==> src/rtl/sched_pkg.sv <==
package sched_pkg;
    localparam int NUM_THREADS = 16;
    localparam int NUM_PRIO    = 4;
    localparam int NUM_QUEUES  = NUM_PRIO + 1;
    localparam int WAIT_Q      = NUM_PRIO;
    localparam int TID_W       = $clog2(NUM_THREADS);
    localparam int PTR_W       = TID_W + 1;
    localparam int PRIO_W      = $clog2(NUM_PRIO);
    localparam int QSEL_W      = $clog2(NUM_QUEUES);
    localparam int WORD_W      = 32;

    typedef logic [PTR_W-1:0] ptr_t;
    localparam ptr_t NIL = '1;

    typedef enum logic [1:0] {
        OP_ENQ     = 2'd0,
        OP_BLOCK   = 2'd1,
        OP_UNBLOCK = 2'd2,
        OP_DELETE  = 2'd3
    } op_e;

    typedef enum logic [1:0] {
        TS_FREE  = 2'd0,
        TS_READY = 2'd1,
        TS_WAIT  = 2'd2,
        TS_RUN   = 2'd3
    } tstate_e;

    function automatic ptr_t to_ptr(input logic [TID_W-1:0] t);
        return {1'b0, t};
    endfunction

    function automatic logic [TID_W-1:0] ptr_idx(input ptr_t p);
        return p[TID_W-1:0];
    endfunction
endpackage

==> src/rtl/sched_lists.sv <==
module sched_lists
    import sched_pkg::*;
(
    input  logic              clk,
    input  logic              rst,
    input  logic              un_en,
    input  logic [TID_W-1:0]  un_tid,
    input  logic [QSEL_W-1:0] un_q,
    input  logic              ap_en,
    input  logic [TID_W-1:0]  ap_tid,
    input  logic [QSEL_W-1:0] ap_q,
    output ptr_t              head_cur [NUM_QUEUES],
    output ptr_t              head_new [NUM_QUEUES]
);
    ptr_t head_r [NUM_QUEUES];
    ptr_t tail_r [NUM_QUEUES];
    ptr_t nxt_r  [NUM_THREADS];
    ptr_t prv_r  [NUM_THREADS];

    ptr_t h [NUM_QUEUES];
    ptr_t t [NUM_QUEUES];
    ptr_t n [NUM_THREADS];
    ptr_t p [NUM_THREADS];
    ptr_t pred, succ;

    // Removal first, append second: one cycle can move a thread between lists,
    // or pop a head and push a different thread onto the same list.
    always_comb begin
        h = head_r;
        t = tail_r;
        n = nxt_r;
        p = prv_r;
        pred = NIL;
        succ = NIL;
        if (un_en) begin
            pred = p[un_tid];
            succ = n[un_tid];
            if (pred == NIL) h[un_q] = succ;
            else             n[ptr_idx(pred)] = succ;
            if (succ == NIL) t[un_q] = pred;
            else             p[ptr_idx(succ)] = pred;
            n[un_tid] = NIL;
            p[un_tid] = NIL;
        end
        if (ap_en) begin
            n[ap_tid] = NIL;
            p[ap_tid] = t[ap_q];
            if (t[ap_q] == NIL) h[ap_q] = to_ptr(ap_tid);
            else                n[ptr_idx(t[ap_q])] = to_ptr(ap_tid);
            t[ap_q] = to_ptr(ap_tid);
        end
    end

    always_ff @(posedge clk) begin
        if (rst) begin
            for (int i = 0; i < NUM_QUEUES; i++) begin
                head_r[i] <= NIL;
                tail_r[i] <= NIL;
            end
            for (int i = 0; i < NUM_THREADS; i++) begin
                nxt_r[i] <= NIL;
                prv_r[i] <= NIL;
            end
        end else begin
            head_r <= h;
            tail_r <= t;
            nxt_r  <= n;
            prv_r  <= p;
        end
    end

    assign head_cur = head_r;
    assign head_new = h;

    generate
        for (genvar g = 0; g < NUM_QUEUES; g++) begin : g_pair
            assert_head_tail_pair_R2: assert property (@(posedge clk) disable iff (rst)
                (head_r[g] == NIL) == (tail_r[g] == NIL));
        end
    endgenerate

    assert_unlink_nonempty_R7: assert property (@(posedge clk) disable iff (rst)
        un_en |-> (head_r[un_q] != NIL));
endmodule

==> src/rtl/sched_pick.sv <==
module sched_pick
    import sched_pkg::*;
(
    input  ptr_t              heads [NUM_QUEUES],
    output logic              sel_valid,
    output logic [TID_W-1:0]  sel_tid,
    output logic [PRIO_W-1:0] sel_prio
);
    // Scan from the idle level upward so that the most urgent non-empty list wins.
    always_comb begin
        sel_valid = 1'b0;
        sel_tid   = '0;
        sel_prio  = '0;
        for (int i = NUM_PRIO - 1; i >= 0; i--) begin
            if (heads[i] != NIL) begin
                sel_valid = 1'b1;
                sel_tid   = ptr_idx(heads[i]);
                sel_prio  = PRIO_W'(i);
            end
        end
    end
endmodule

==> src/rtl/prio_sched.sv <==
module prio_sched
    import sched_pkg::*;
#(
    parameter int SVC_TID = NUM_THREADS - 1
) (
    input  logic              clk,
    input  logic              rst,
    input  logic              cmd_valid,
    input  logic [1:0]        cmd_op,
    input  logic [WORD_W-1:0] cmd_tid,
    input  logic [1:0]        cmd_prio,
    input  logic              slice_end,
    input  logic              irq,
    output logic              next_valid,
    output logic [WORD_W-1:0] next_tid,
    output logic              run_valid,
    output logic [WORD_W-1:0] run_tid
);
    localparam logic [TID_W-1:0] SVC = TID_W'(SVC_TID);

    tstate_e             st     [NUM_THREADS];
    tstate_e             st_d   [NUM_THREADS];
    logic [PRIO_W-1:0]   pri    [NUM_THREADS];
    logic [PRIO_W-1:0]   pri_d  [NUM_THREADS];
    logic                run_v, run_v_d;
    logic [TID_W-1:0]    run_t, run_t_d;
    logic                nxt_v;
    logic [TID_W-1:0]    nxt_t;
    logic [PRIO_W-1:0]   nxt_p;

    logic                un_en, ap_en;
    logic [TID_W-1:0]    un_tid, ap_tid;
    logic [QSEL_W-1:0]   un_q, ap_q;
    ptr_t                head_cur [NUM_QUEUES];
    ptr_t                head_new [NUM_QUEUES];
    logic                sel_valid;
    logic [TID_W-1:0]    sel_tid;
    logic [PRIO_W-1:0]   sel_prio;

    logic                tid_ok, svc_running;
    logic [TID_W-1:0]    ct;

    assign ct          = cmd_tid[TID_W-1:0];
    assign tid_ok      = (cmd_tid < WORD_W'(NUM_THREADS)) && (ct != SVC);
    assign svc_running = run_v && (run_t == SVC);

    sched_lists u_lists (
        .clk      (clk),
        .rst      (rst),
        .un_en    (un_en),
        .un_tid   (un_tid),
        .un_q     (un_q),
        .ap_en    (ap_en),
        .ap_tid   (ap_tid),
        .ap_q     (ap_q),
        .head_cur (head_cur),
        .head_new (head_new)
    );

    sched_pick u_pick (
        .heads    (head_new),
        .sel_valid(sel_valid),
        .sel_tid  (sel_tid),
        .sel_prio (sel_prio)
    );

    // Event decode: interrupt over slice boundary over command.
    always_comb begin
        st_d    = st;
        pri_d   = pri;
        run_v_d = run_v;
        run_t_d = run_t;
        un_en   = 1'b0;
        un_tid  = '0;
        un_q    = '0;
        ap_en   = 1'b0;
        ap_tid  = '0;
        ap_q    = '0;
        if (irq) begin
            if (!svc_running) begin
                if (run_v) begin
                    ap_en        = 1'b1;
                    ap_tid       = run_t;
                    ap_q         = QSEL_W'(pri[run_t]);
                    st_d[run_t]  = TS_READY;
                end
                run_v_d    = 1'b1;
                run_t_d    = SVC;
                st_d[SVC]  = TS_RUN;
                pri_d[SVC] = '0;
            end
        end else if (slice_end) begin
            if (nxt_v) begin
                un_en  = 1'b1;
                un_tid = nxt_t;
                un_q   = QSEL_W'(nxt_p);
                if (svc_running) begin
                    st_d[run_t] = TS_FREE;
                end else if (run_v) begin
                    ap_en       = 1'b1;
                    ap_tid      = run_t;
                    ap_q        = QSEL_W'(pri[run_t]);
                    st_d[run_t] = TS_READY;
                end
                run_v_d     = 1'b1;
                run_t_d     = nxt_t;
                st_d[nxt_t] = TS_RUN;
            end else if (svc_running) begin
                run_v_d   = 1'b0;
                st_d[SVC] = TS_FREE;
            end
        end else if (cmd_valid && tid_ok) begin
            unique case (op_e'(cmd_op))
                OP_ENQ: begin
                    if (st[ct] == TS_FREE) begin
                        ap_en     = 1'b1;
                        ap_tid    = ct;
                        ap_q      = QSEL_W'(cmd_prio);
                        pri_d[ct] = PRIO_W'(cmd_prio);
                        st_d[ct]  = TS_READY;
                    end
                end
                OP_BLOCK: begin
                    if (st[ct] == TS_READY) begin
                        un_en    = 1'b1;
                        un_tid   = ct;
                        un_q     = QSEL_W'(pri[ct]);
                        ap_en    = 1'b1;
                        ap_tid   = ct;
                        ap_q     = QSEL_W'(WAIT_Q);
                        st_d[ct] = TS_WAIT;
                    end else if (st[ct] == TS_RUN) begin
                        ap_en    = 1'b1;
                        ap_tid   = ct;
                        ap_q     = QSEL_W'(WAIT_Q);
                        run_v_d  = 1'b0;
                        st_d[ct] = TS_WAIT;
                    end
                end
                OP_UNBLOCK: begin
                    if (st[ct] == TS_WAIT) begin
                        un_en    = 1'b1;
                        un_tid   = ct;
                        un_q     = QSEL_W'(WAIT_Q);
                        ap_en    = 1'b1;
                        ap_tid   = ct;
                        ap_q     = QSEL_W'(pri[ct]);
                        st_d[ct] = TS_READY;
                    end
                end
                OP_DELETE: begin
                    if (st[ct] == TS_READY || st[ct] == TS_WAIT) begin
                        un_en    = 1'b1;
                        un_tid   = ct;
                        un_q     = (st[ct] == TS_WAIT) ? QSEL_W'(WAIT_Q) : QSEL_W'(pri[ct]);
                        st_d[ct] = TS_FREE;
                    end else if (st[ct] == TS_RUN) begin
                        run_v_d  = 1'b0;
                        st_d[ct] = TS_FREE;
                    end
                end
                default: ;
            endcase
        end
    end

    always_ff @(posedge clk) begin
        if (rst) begin
            for (int i = 0; i < NUM_THREADS; i++) begin
                st[i]  <= TS_FREE;
                pri[i] <= '0;
            end
            run_v <= 1'b0;
            run_t <= '0;
            nxt_v <= 1'b0;
            nxt_t <= '0;
            nxt_p <= '0;
        end else begin
            st    <= st_d;
            pri   <= pri_d;
            run_v <= run_v_d;
            run_t <= run_t_d;
            nxt_v <= sel_valid;
            nxt_t <= sel_tid;
            nxt_p <= sel_prio;
        end
    end

    assign next_valid = nxt_v;
    assign next_tid   = WORD_W'(nxt_t);
    assign run_valid  = run_v;
    assign run_tid    = WORD_W'(run_t);

    logic any_ready_q;
    always_comb begin
        any_ready_q = 1'b0;
        for (int i = 0; i < NUM_PRIO; i++) begin
            if (head_cur[i] != NIL) any_ready_q = 1'b1;
        end
    end

    assert_next_tracks_lists_R3: assert property (@(posedge clk) disable iff (rst)
        next_valid == any_ready_q);

    assert_slice_load_R4: assert property (@(posedge clk) disable iff (rst)
        (slice_end && !irq && next_valid) |=> (run_valid && run_tid == $past(next_tid)));

    assert_run_held_midslice_R5: assert property (@(posedge clk) disable iff (rst)
        (!slice_end && !irq) |=> (!run_valid || ($past(run_valid) && run_tid == $past(run_tid))));

    assert_irq_dispatch_R8: assert property (@(posedge clk) disable iff (rst)
        (irq && !(run_valid && run_tid == WORD_W'(SVC_TID))) |=> (run_valid && run_tid == WORD_W'(SVC_TID)));
endmodule

==> config.mk <==
export PLATFORM = sky130hd
export DESIGN_NAME = prio_sched
export DESIGN_NICKNAME = d
export VERILOG_FILES = /design/src/rtl/sched_pkg.sv /design/src/rtl/sched_lists.sv /design/src/rtl/sched_pick.sv /design/src/rtl/prio_sched.sv
export SDC_FILE = /design/constraint.sdc
export NUM_CORES = 1
export LEC_CHECK = 0
export BUFFER_PORTS_ARGS = -buffer_cell sky130_fd_sc_hd__buf_2
export CAP_MARGIN = 25
export CELL_PAD_IN_SITES_DETAIL_PLACEMENT = 1
export CELL_PAD_IN_SITES_GLOBAL_PLACEMENT = 2
export CORE_UTILIZATION = 41
export DETAILED_ROUTE_END_ITERATION = 8
export PLACE_DENSITY = 0.85
export SYNTH_ARGS = -nofsm -noshare
export SYNTH_HDL_FRONTEND = slang
export SYNTH_HIERARCHICAL = 1
export SYNTH_SLANG_ARGS = --single-unit
==> constraint.sdc <==
create_clock -name clk -period 25.4 [get_ports clk]
set_input_delay 5.08 -clock clk [delete_from_list [all_inputs] [get_ports clk]]
set_output_delay 5.08 -clock clk [all_outputs]
set_load 0.005 [all_outputs]
==> run_results.csv, run 1 <==
group,metric,value,unit
min_path,worstHoldPathType,"reg -> reg",
routing,avgViaCountPerCell,6.56,
global_routing,top_usage_layer,"met2",
sta,fin_skew,0.0488,ns
yosys,synth.avg_cell_area,8.56,um2
critical_path,cp-start-kind,"input port",
placed_design,place_area,18200,um2
critical_path,critPathArrivalTime,13.91,ns
critical_path,endpoint_kind,"flop",
global_routing,use_met1,0.435,
sta,fin_ws,11.87,ns
floorplan,rows,76,
floorplan,die_height,211,um
yosys,yosys_warnings,6,
sta,setup-tns-final,0,ns
flow_run,max_cap_violations,0,
global_routing,antenna_found_initial,0,
sta,maxSlewHeadroom,0.290,
finish,stdcell_area,19500,um2
sta,finalCritPeriodShare,0.533,
sta,drv_slew,0,
pwr,p_total,1.31,mW
global_routing,grt_usage,0.319,
yosys,synthCells,2090,
sta,clock.fmax,73.9,MHz
global_routing,grtUsageMet3,0.0676,
critical_path,critPathKind,"in -> reg",
cts,cts_resized,0,
floorplan,coreArea,43100,um2
pwr,p_per_area,67.2,nW/um2
routing,num_vias,17400,
cts,cts_tree,"done",
routing,drt-total-wl,71200,um
yosys,syn_area,17900,um2
finish,drive_above_1_share,0.175,
global_routing,grt_start_max_net_pins,78,
routing,drtAntennaViolNets,0,
cts,h-tree-depth,2,
sta,setup_viol,0,
placed_design,place_hpwl,48900,um
cts,worstSkewPairLatency,0.58,ns
critical_path,crit_required,25.79,ns
routing,firstDrtPassIters,5,
floorplan,ioPinCount,107,
cts,post_cts_buffers,0,
cts,cts_inserted_buffers,36,
cts,cts_root_buf,"clkbuf_16",
placed_design,numPortBuffers,50,
placed_design,pre_cts_ws,11.54,ns
global_routing,grt_use_met2,0.496,
cts,cts.sinks,281,
cts,clock_path_buffers,3,
finish,final_nets,2096,
global_routing,gr-total-overflow,0,
finish,areaGrowthSynthToFinish,9.11,%
global_routing,grt_pass1_vias,17700,
routing,drt_iter0_markers,1689,
sta,hold_viol,0,
outcome,status,"finished clean",
pwr,p_leak,6.66,nW
floorplan,start_util,0.415,
routing,drc,0,
sta,rsz0062_at_grt,"false",
floorplan,die_x,211,um
critical_path,cp_max_fo,33,
sta,tightest_slew,1.06,ns
global_routing,grt_pass1_wl,109000,um
placed_design,gp_congestion,0.949,
cts,cts.clk_slew.worst_paths,0.06,ns
finish,final_util,0.453,
floorplan,die_area,44500,um2
cts,cts_hold_repair.buffers,0,
sta,fin_crit,13.53,ns
routing,routedWlPerCell,26.8,um
pwr,ir_drop,0.0460,mV
## layer usage
layer | wire length (um) | vias to the layer above
li1 | - | 7589
met1 | 30400 | 8812
met2 | 32100 | 886
met3 | 6600 | 159
met4 | 2100 | 0
met5 | 0 | -
## flip-flops by register name (all words and copies together) (netlist names)
register          cells
u_lists/nxt_r        80
run_t                 4
u_lists/prv_r        80
st                   32
pri                  32
nxt_t                 4
next_valid            1
nxt_p                 2
u_lists/tail_r       25
run_valid             1
u_lists/head_cur     20
## layout by cell type (no fill, tap or decap), types with 51 or more instances in the layout
cell type,instances
conb_1,56
dfxtp_1,281
mux2_2,66
o22ai_1,135
nand2_1,292
mux4_2,71
buf_2,51
o211ai_1,90
a21oi_1,61
mux2i_1,99
o21ai_0,94
nor2_1,177
## critical path: stages
cell	delay [ns]
buf_2	0.63
mux4_2	0.60
mux4_2	0.54
inv_1	0.11
ha_1	0.21
nand2b_1	0.14
a21oi_1	0.16
a31oi_1	0.10
nor2_1	0.27
a22o_1	0.57
nor2b_1	0.68
a22oi_1	0.28
nand2_2	0.10
buf_4	0.35
nand2_1	0.16
or4b_1	0.78
mux2i_1	0.22
o31ai_1	0.41
nand3_1	0.41
nor4_4	0.72
mux2_2	0.44
and3_4	0.18
and3_1	0.20
a2111oi_2	0.32
nor2_1	0.09
nor2b_1	0.14
## metrics by stage
step | hold WS [ns] | instances
2_1_floorplan | 0.442 | 2145
3_3_place_gp | 0.462 | 2591
3_5_place_dp | 0.473 | 2593
4_1_cts | 0.489 | 2655
5_1_grt | 0.513 | 2660
6_report | 0.492 | 2661
## final timing paths
path	start	to	slack, ns	cells after the start
min reg2reg	st[25]	st[25]	0.49	2
max reg2reg	st[6]	nxt_t[2]	16.82	25
max	cmd_tid[0]	nxt_t[2]	11.87	26
min	st[25]	st[25]	0.49	2
## report_power, final
group          switching, mW  total (mW)  internal, mW
sequential            0.0344       0.491         0.457
clock                  0.215       0.545         0.330
combinational          0.195       0.276        0.0801
## final cells by class
cell class	instances	area (um2)
well taps	585	732
flip-flops and latches	281	5630
inverters	17	66.3
diodes	1	2.50
clock inverters	14	194
clock buffers	48	1050
fillers	5028	23600
multi-input cells	1622	11300
repair buffers	93	568
Power figures use the tool's default switching activity.
==> run 2, diff against run 1 <==
--- a/config.mk
+++ b/config.mk
@@ -9,9 +9,9 @@
 export CAP_MARGIN = 25
 export CELL_PAD_IN_SITES_DETAIL_PLACEMENT = 1
 export CELL_PAD_IN_SITES_GLOBAL_PLACEMENT = 2
-export CORE_UTILIZATION = 41
+export CORE_UTILIZATION = 38
 export DETAILED_ROUTE_END_ITERATION = 8
-export PLACE_DENSITY = 0.85
+export PLACE_DENSITY = 0.79
 export SYNTH_ARGS = -nofsm -noshare
 export SYNTH_HDL_FRONTEND = slang
 export SYNTH_HIERARCHICAL = 1
==> constraint.sdc (replaced) <==
create_clock -name clk -period 13.4 [get_ports clk]
set_input_delay 2.68 -clock clk [delete_from_list [all_inputs] [get_ports clk]]
set_output_delay 2.68 -clock clk [all_outputs]
set_load 0.005 [all_outputs]
==> run_results.csv, run 2 (synthesis gave the netlist of run 1 again) <==
group,metric,value,unit
cts,clock_path_buffers,3,
critical_path,cp.depth,27,
floorplan,start_util,0.385,
finish,areaGrowthSynthToFinish,9.36,%
critical_path,reg2regPathDepth,26,
placed_design,pre_cts_ws,1.55,ns
global_routing,grt_usage,0.298,
critical_path,slowest_stage,"a22o_2",
pwr,ir_drop,0.109,mV
critical_path,critPathArrivalTime,12.02,ns
routing,drt_iter0_markers,1255,
finish,multiInputGateArea,11300,um2
finish,final_common_cell,"nand2_1",
flow_run,max_cap_violations,0,
finish,drive_above_1_share,0.177,
global_routing,grt_start_max_net_pins,80,
routing,num_vias,17100,
finish,final_nets,2103,
min_path,hp-start,"st[15]",
sta,fin_crit,11.61,ns
critical_path,cpMostUsedCell,"mux4_2",
finish,nFillCells,5469,
sta,fin_ws,1.79,ns
min_path,holdPathStages,2,
min_path,worstHoldPathType,"reg -> reg",
finish,diodes,0,
sta,rsz0062_at_grt,"false",
sta,clock.fmax,86.1,MHz
cts,h-tree-depth,2,
pwr,p_leak,6.68,nW
critical_path,cp_top_family,"simple AND/OR/NAND/NOR gates",
cts,cts_tree,"done",
sta,setup-tns-final,0,ns
finish,mostFrequentLayoutCells,"nand2_1, dfxtp_1, nor2_1, o22ai_1, mux2i_1",
cts,worstSkewPairLatency,0.55,ns
sta,finalCritPeriodShare,0.866,
sta,fin_skew,0.00941,ns
cts,cts_hold_repair.buffers,0,
global_routing,grt_pass1_wl,109000,um
global_routing,gr-total-overflow,0,
critical_path,crit_required,13.81,ns
critical_path,rr_startpoint,"st[18]",
placed_design,place_area,18300,um2
critical_path,r2r_setup_slack,4.37,ns
routing,drc,0,
placed_design,gp_congestion,0.931,
critical_path,critPathKind,"in -> reg",
critical_path,crit_end,"nxt_t[2]",
floorplan,ioPinCount,107,
sta,drv_slew,0,
finish,top_regs,"u_lists/nxt_r (80), u_lists/prv_r (80)",
placed_design,place_hpwl,50600,um
critical_path,cp_max_fo,33,
critical_path,cp_slowest_stage_delay,0.82,ns
outcome,status,"finished clean",
sta,whs,0.493,ns
critical_path,path_buf_inv,4,
cts,cts_root_buf,"clkbuf_16",
critical_path,reg2reg_to,"nxt_t[2]",
floorplan,die_height,219,um
cts,post_cts_buffers,0,
floorplan,die_area,48000,um2
global_routing,antenna_found_initial,0,
routing,drt-total-wl,71700,um
routing,routedWlPerCell,26.6,um
sta,tightest_slew,1.11,ns
finish,regArea,5630,um2
routing,avgViaCountPerCell,6.37,
finish,final_util,0.421,
critical_path,cp-start-kind,"input port",
global_routing,grt_pass1_vias,17500,
sta,setup_viol,0,
floorplan,die_x,219,um
finish,stdcell_area,19600,um2
routing,firstDrtPassIters,5,
floorplan,coreArea,46500,um2
cts,cts.clk_slew.worst_paths,0.06,ns
sta,maxSlewHeadroom,0.260,
cts,cts_resized,0,
pwr,p_per_area,124,nW/um2
critical_path,endpoint_kind,"flop",
critical_path,worstSetupStartpoint,"cmd_tid[0]",
routing,drtAntennaViolNets,0,
placed_design,numPortBuffers,50,
floorplan,rows,79,
cts,cts_inserted_buffers,37,
cts,cts.sinks,281,
sta,hold_viol,0,
==> run 2: cell types whose count changed in the layout (fill, tap and decap cells not counted), moves of 2 or more <==
cell,before,now
clkbuf_1,2,9
buf_6,0,3
bufinv_16,4,1
clkbuf_16,36,39
clkbuf_8,10,7
clkinv_2,5,8
buf_4,41,43
clkinvlp_4,2,0
nor4_2,12,14
==> run 2: worst reg2reg max path: cells and delay by family (launching register included) <==
kind | cells | cell delay (ns)
multiplexers | 5 | 2.03
buffers and inverters | 3 | 0.83
adder cells (fa/ha/maj) | 1 | 0.20
flip-flops | 1 | 0.35
AND/OR/NAND/NOR | 11 | 3.71
AO/OA/AOI/OAI | 6 | 1.82
==> run 2: area by class of cell <==
| class | count | share of cell area |
|---|---|---|
| clock buffers | 55 | 0.0565 |
| repair buffers | 99 | 0.0319 |
| multi-input cells | 1622 | 0.577 |
| flip-flops and latches | 281 | 0.288 |
| well taps | 607 | 0.0388 |
| inverters | 17 | 0.00339 |
| clock inverters | 12 | 0.00492 |
==> run 2: how the worst min path moves through the flow <==
| stage | end | slack [ns] |
|---|---|---|
| 2_1_floorplan | pri[0] | 0.44 |
| 3_3_place_gp | st[17] | 0.46 |
| 3_5_place_dp | pri[0] | 0.47 |
| 4_1_cts | st[17] | 0.49 |
| 5_1_grt | pri[0] | 0.51 |
| 6_report | st[15] | 0.49 |
==> run 2: metal layers <==
metal  wire length, um  GRT usage
met4              3740      0.157
met3              3360     0.0369
met2             36000      0.527
met5                 0          0
met1             28600      0.352
==> run 2: where the power goes <==
| part | total, mW | internal (mW) | switching, mW |
|---|---|---|---|
| Clock | 0.990 | 0.591 | 0.398 |
| Combinational | 0.516 | 0.152 | 0.363 |
| Sequential | 0.917 | 0.866 | 0.0514 |
==> run 2: through the flow <==
| stage | instances | total power [mW] |
|---|---|---|
| finish | 2693 | 2.42 |
| global route | 2693 | 2.51 |
| CTS | 2691 | 2.43 |
| detailed placement | 2624 | 1.44 |
| global placement | 2617 | 1.43 |
| floorplan | 2145 | 1.26 |
==> run 3, diff against run 2 <==
--- a/config.mk
+++ b/config.mk
@@ -11,7 +11,7 @@
 export CELL_PAD_IN_SITES_GLOBAL_PLACEMENT = 2
 export CORE_UTILIZATION = 38
 export DETAILED_ROUTE_END_ITERATION = 8
-export PLACE_DENSITY = 0.79
+export PLACE_DENSITY = 0.9
 export SYNTH_ARGS = -nofsm -noshare
 export SYNTH_HDL_FRONTEND = slang
 export SYNTH_HIERARCHICAL = 1
==> run_results.csv, run 3 (synthesis gave the netlist of run 1 again) <==
group,metric,value,unit
critical_path,cp_max_fo,33,
outcome,status,"finished clean",
critical_path,cp-start-kind,"input port",
cts,cts_root_buf,"clkbuf_16",
sta,rsz0062_at_grt,"false",
critical_path,critPathKind,"in -> reg",
min_path,min_to,"st[7]",
critical_path,endpoint_kind,"flop",
sta,finalCritPeriodShare,0.854,
cts,cts.clk_slew.worst_paths,0.06,ns
placed_design,gp_congestion,0.961,
global_routing,grt_use_met2,0.456,
finish,diodes,0,
finish,final_nets,2097,
cts,cts_resized,0,
pwr,p_leak,6.64,nW
global_routing,top_usage_layer,"met2",
flow_run,max_cap_violations,0,
cts,cts_hold_repair.buffers,0,
floorplan,coreArea,46500,um2
min_path,hp-start,"st[7]",
floorplan,die_area,48000,um2
cts,cts.sinks,281,
placed_design,numPortBuffers,50,
sta,tightest_slew,1.06,ns
sta,drv_slew,0,
critical_path,reg2reg_to,"nxt_t[2]",
sta,setup_viol,0,
sta,setup-tns-final,0,ns
routing,avgViaCountPerCell,6.41,
global_routing,grt_usage,0.283,
routing,drc,0,
routing,routedWlPerCell,25.2,um
cts,cts_tree,"done",
global_routing,use_met1,0.367,
cts,post_cts_buffers,0,
floorplan,die_x,219,um
min_path,holdPathStages,2,
pwr,p_per_area,124,nW/um2
critical_path,r2r_setup_slack,4.47,ns
sta,fin_skew,0.0340,ns
finish,finalNonFillerCells,2685,
sta,hold_viol,0,
routing,firstDrtPassIters,5,
cts,worstSkewPairLatency,0.57,ns
critical_path,critPathArrivalTime,11.83,ns
floorplan,start_util,0.385,
routing,drt-total-wl,67700,um
global_routing,grt_pass1_wl,105000,um
finish,top_regs,"u_lists/nxt_r (80), u_lists/prv_r (80)",
min_path,worstHoldPathType,"reg -> reg",
global_routing,grt_start_max_net_pins,75,
finish,drive_above_1_share,0.173,
sta,fin_crit,11.44,ns
cts,clock_path_buffers,3,
floorplan,die_height,219,um
floorplan,ioPinCount,107,
critical_path,crit_required,13.79,ns
critical_path,reg2regPathDepth,26,
cts,cts_inserted_buffers,36,
global_routing,antenna_found_initial,0,
sta,clock.fmax,87.4,MHz
finish,mostFrequentLayoutCells,"nand2_1, dfxtp_1, nor2_1, o22ai_1, mux2i_1",
placed_design,place_hpwl,47200,um
placed_design,dp_cells,2617,
sta,maxSlewHeadroom,0.293,
global_routing,grtUsageMet3,0.0423,
cts,h-tree-depth,2,
finish,areaGrowthSynthToFinish,9.08,%
finish,final_util,0.420,
floorplan,rows,79,
global_routing,grt_pass1_vias,17500,
routing,num_vias,17200,
pwr,ir_drop,0.107,mV
global_routing,gr-total-overflow,0,
finish,final_common_cell,"nand2_1",
routing,drtAntennaViolNets,0,
critical_path,rr_startpoint,"st[2]",
routing,drt_iter0_markers,1588,
[run 3: how the worst max path moves through the flow]
stage                          start        to  depth (start not counted)
final                     cmd_tid[0]  nxt_t[2]                         27
after global routing      cmd_tid[0]  nxt_t[2]                         27
after CTS                 cmd_tid[0]  nxt_t[2]                         27
after detailed placement  cmd_tid[0]  nxt_t[2]                         27
after global placement    cmd_tid[0]  nxt_t[2]                         26
after floorplan           cmd_tid[1]  nxt_t[2]                         30
[run 3: metrics by stage]
| stage | area (um2) | setup WS (ns) | total power, mW | hold slack (ns) |
|---|---|---|---|---|
| final | 19500 | 1.96 | 2.43 | 0.481 |
| after global routing | 19500 | 1.51 | 2.51 | 0.512 |
| after CTS | 19500 | 2.14 | 2.43 | 0.481 |
| after detailed placement | 18300 | 1.62 | 1.43 | 0.470 |
| after global placement | 18300 | 1.94 | 1.41 | 0.460 |
| after floorplan | 18100 | 4.04 | 1.26 | 0.442 |
[run 3: worst max-delay path, cell delays in order]
cell	delay, ns
buf_2	0.63
mux4_2	0.60
mux4_2	0.52
inv_1	0.11
ha_1	0.20
nand2b_1	0.13
a21oi_1	0.15
a31oi_1	0.10
nor2_1	0.29
a22o_1	0.75
nor2b_1	0.64
a22oi_1	0.20
nand2_1	0.12
buf_4	0.35
nand2_1	0.35
or4b_1	0.87
mux2i_1	0.30
or4_1	0.14
buf_4	0.29
o21ai_2	0.28
nor4_4	0.72
mux2_2	0.43
and3_4	0.19
and3_1	0.21
a2111oi_2	0.31
nor2_1	0.08
nor2b_1	0.13
[run 3: cell type report]
| type | count | area [um2] |
|---|---|---|
| Tap cell | 607 | 759 |
| Clock inverter | 14 | 191 |
| Fill cell | 5522 | 26900 |
| Timing Repair Buffer | 94 | 587 |
| Sequential cell | 281 | 5630 |
| Inverter | 17 | 66.3 |
| Multi-Input combinational cell | 1622 | 11300 |
| Clock buffer | 50 | 1000 |
[run 3: layer usage]
metal | part of all wire | wire length, um
met1 | 0.42 | 28500
met2 | 0.46 | 31300
met3 | 0.072 | 4860
met4 | 0.044 | 2990
met5 | 0 | 0
[run 3: power by group]
group	total, mW	internal (mW)	switching (mW)
Clock	0.999	0.602	0.397
Combinational	0.515	0.153	0.362
Sequential	0.913	0.866	0.0467
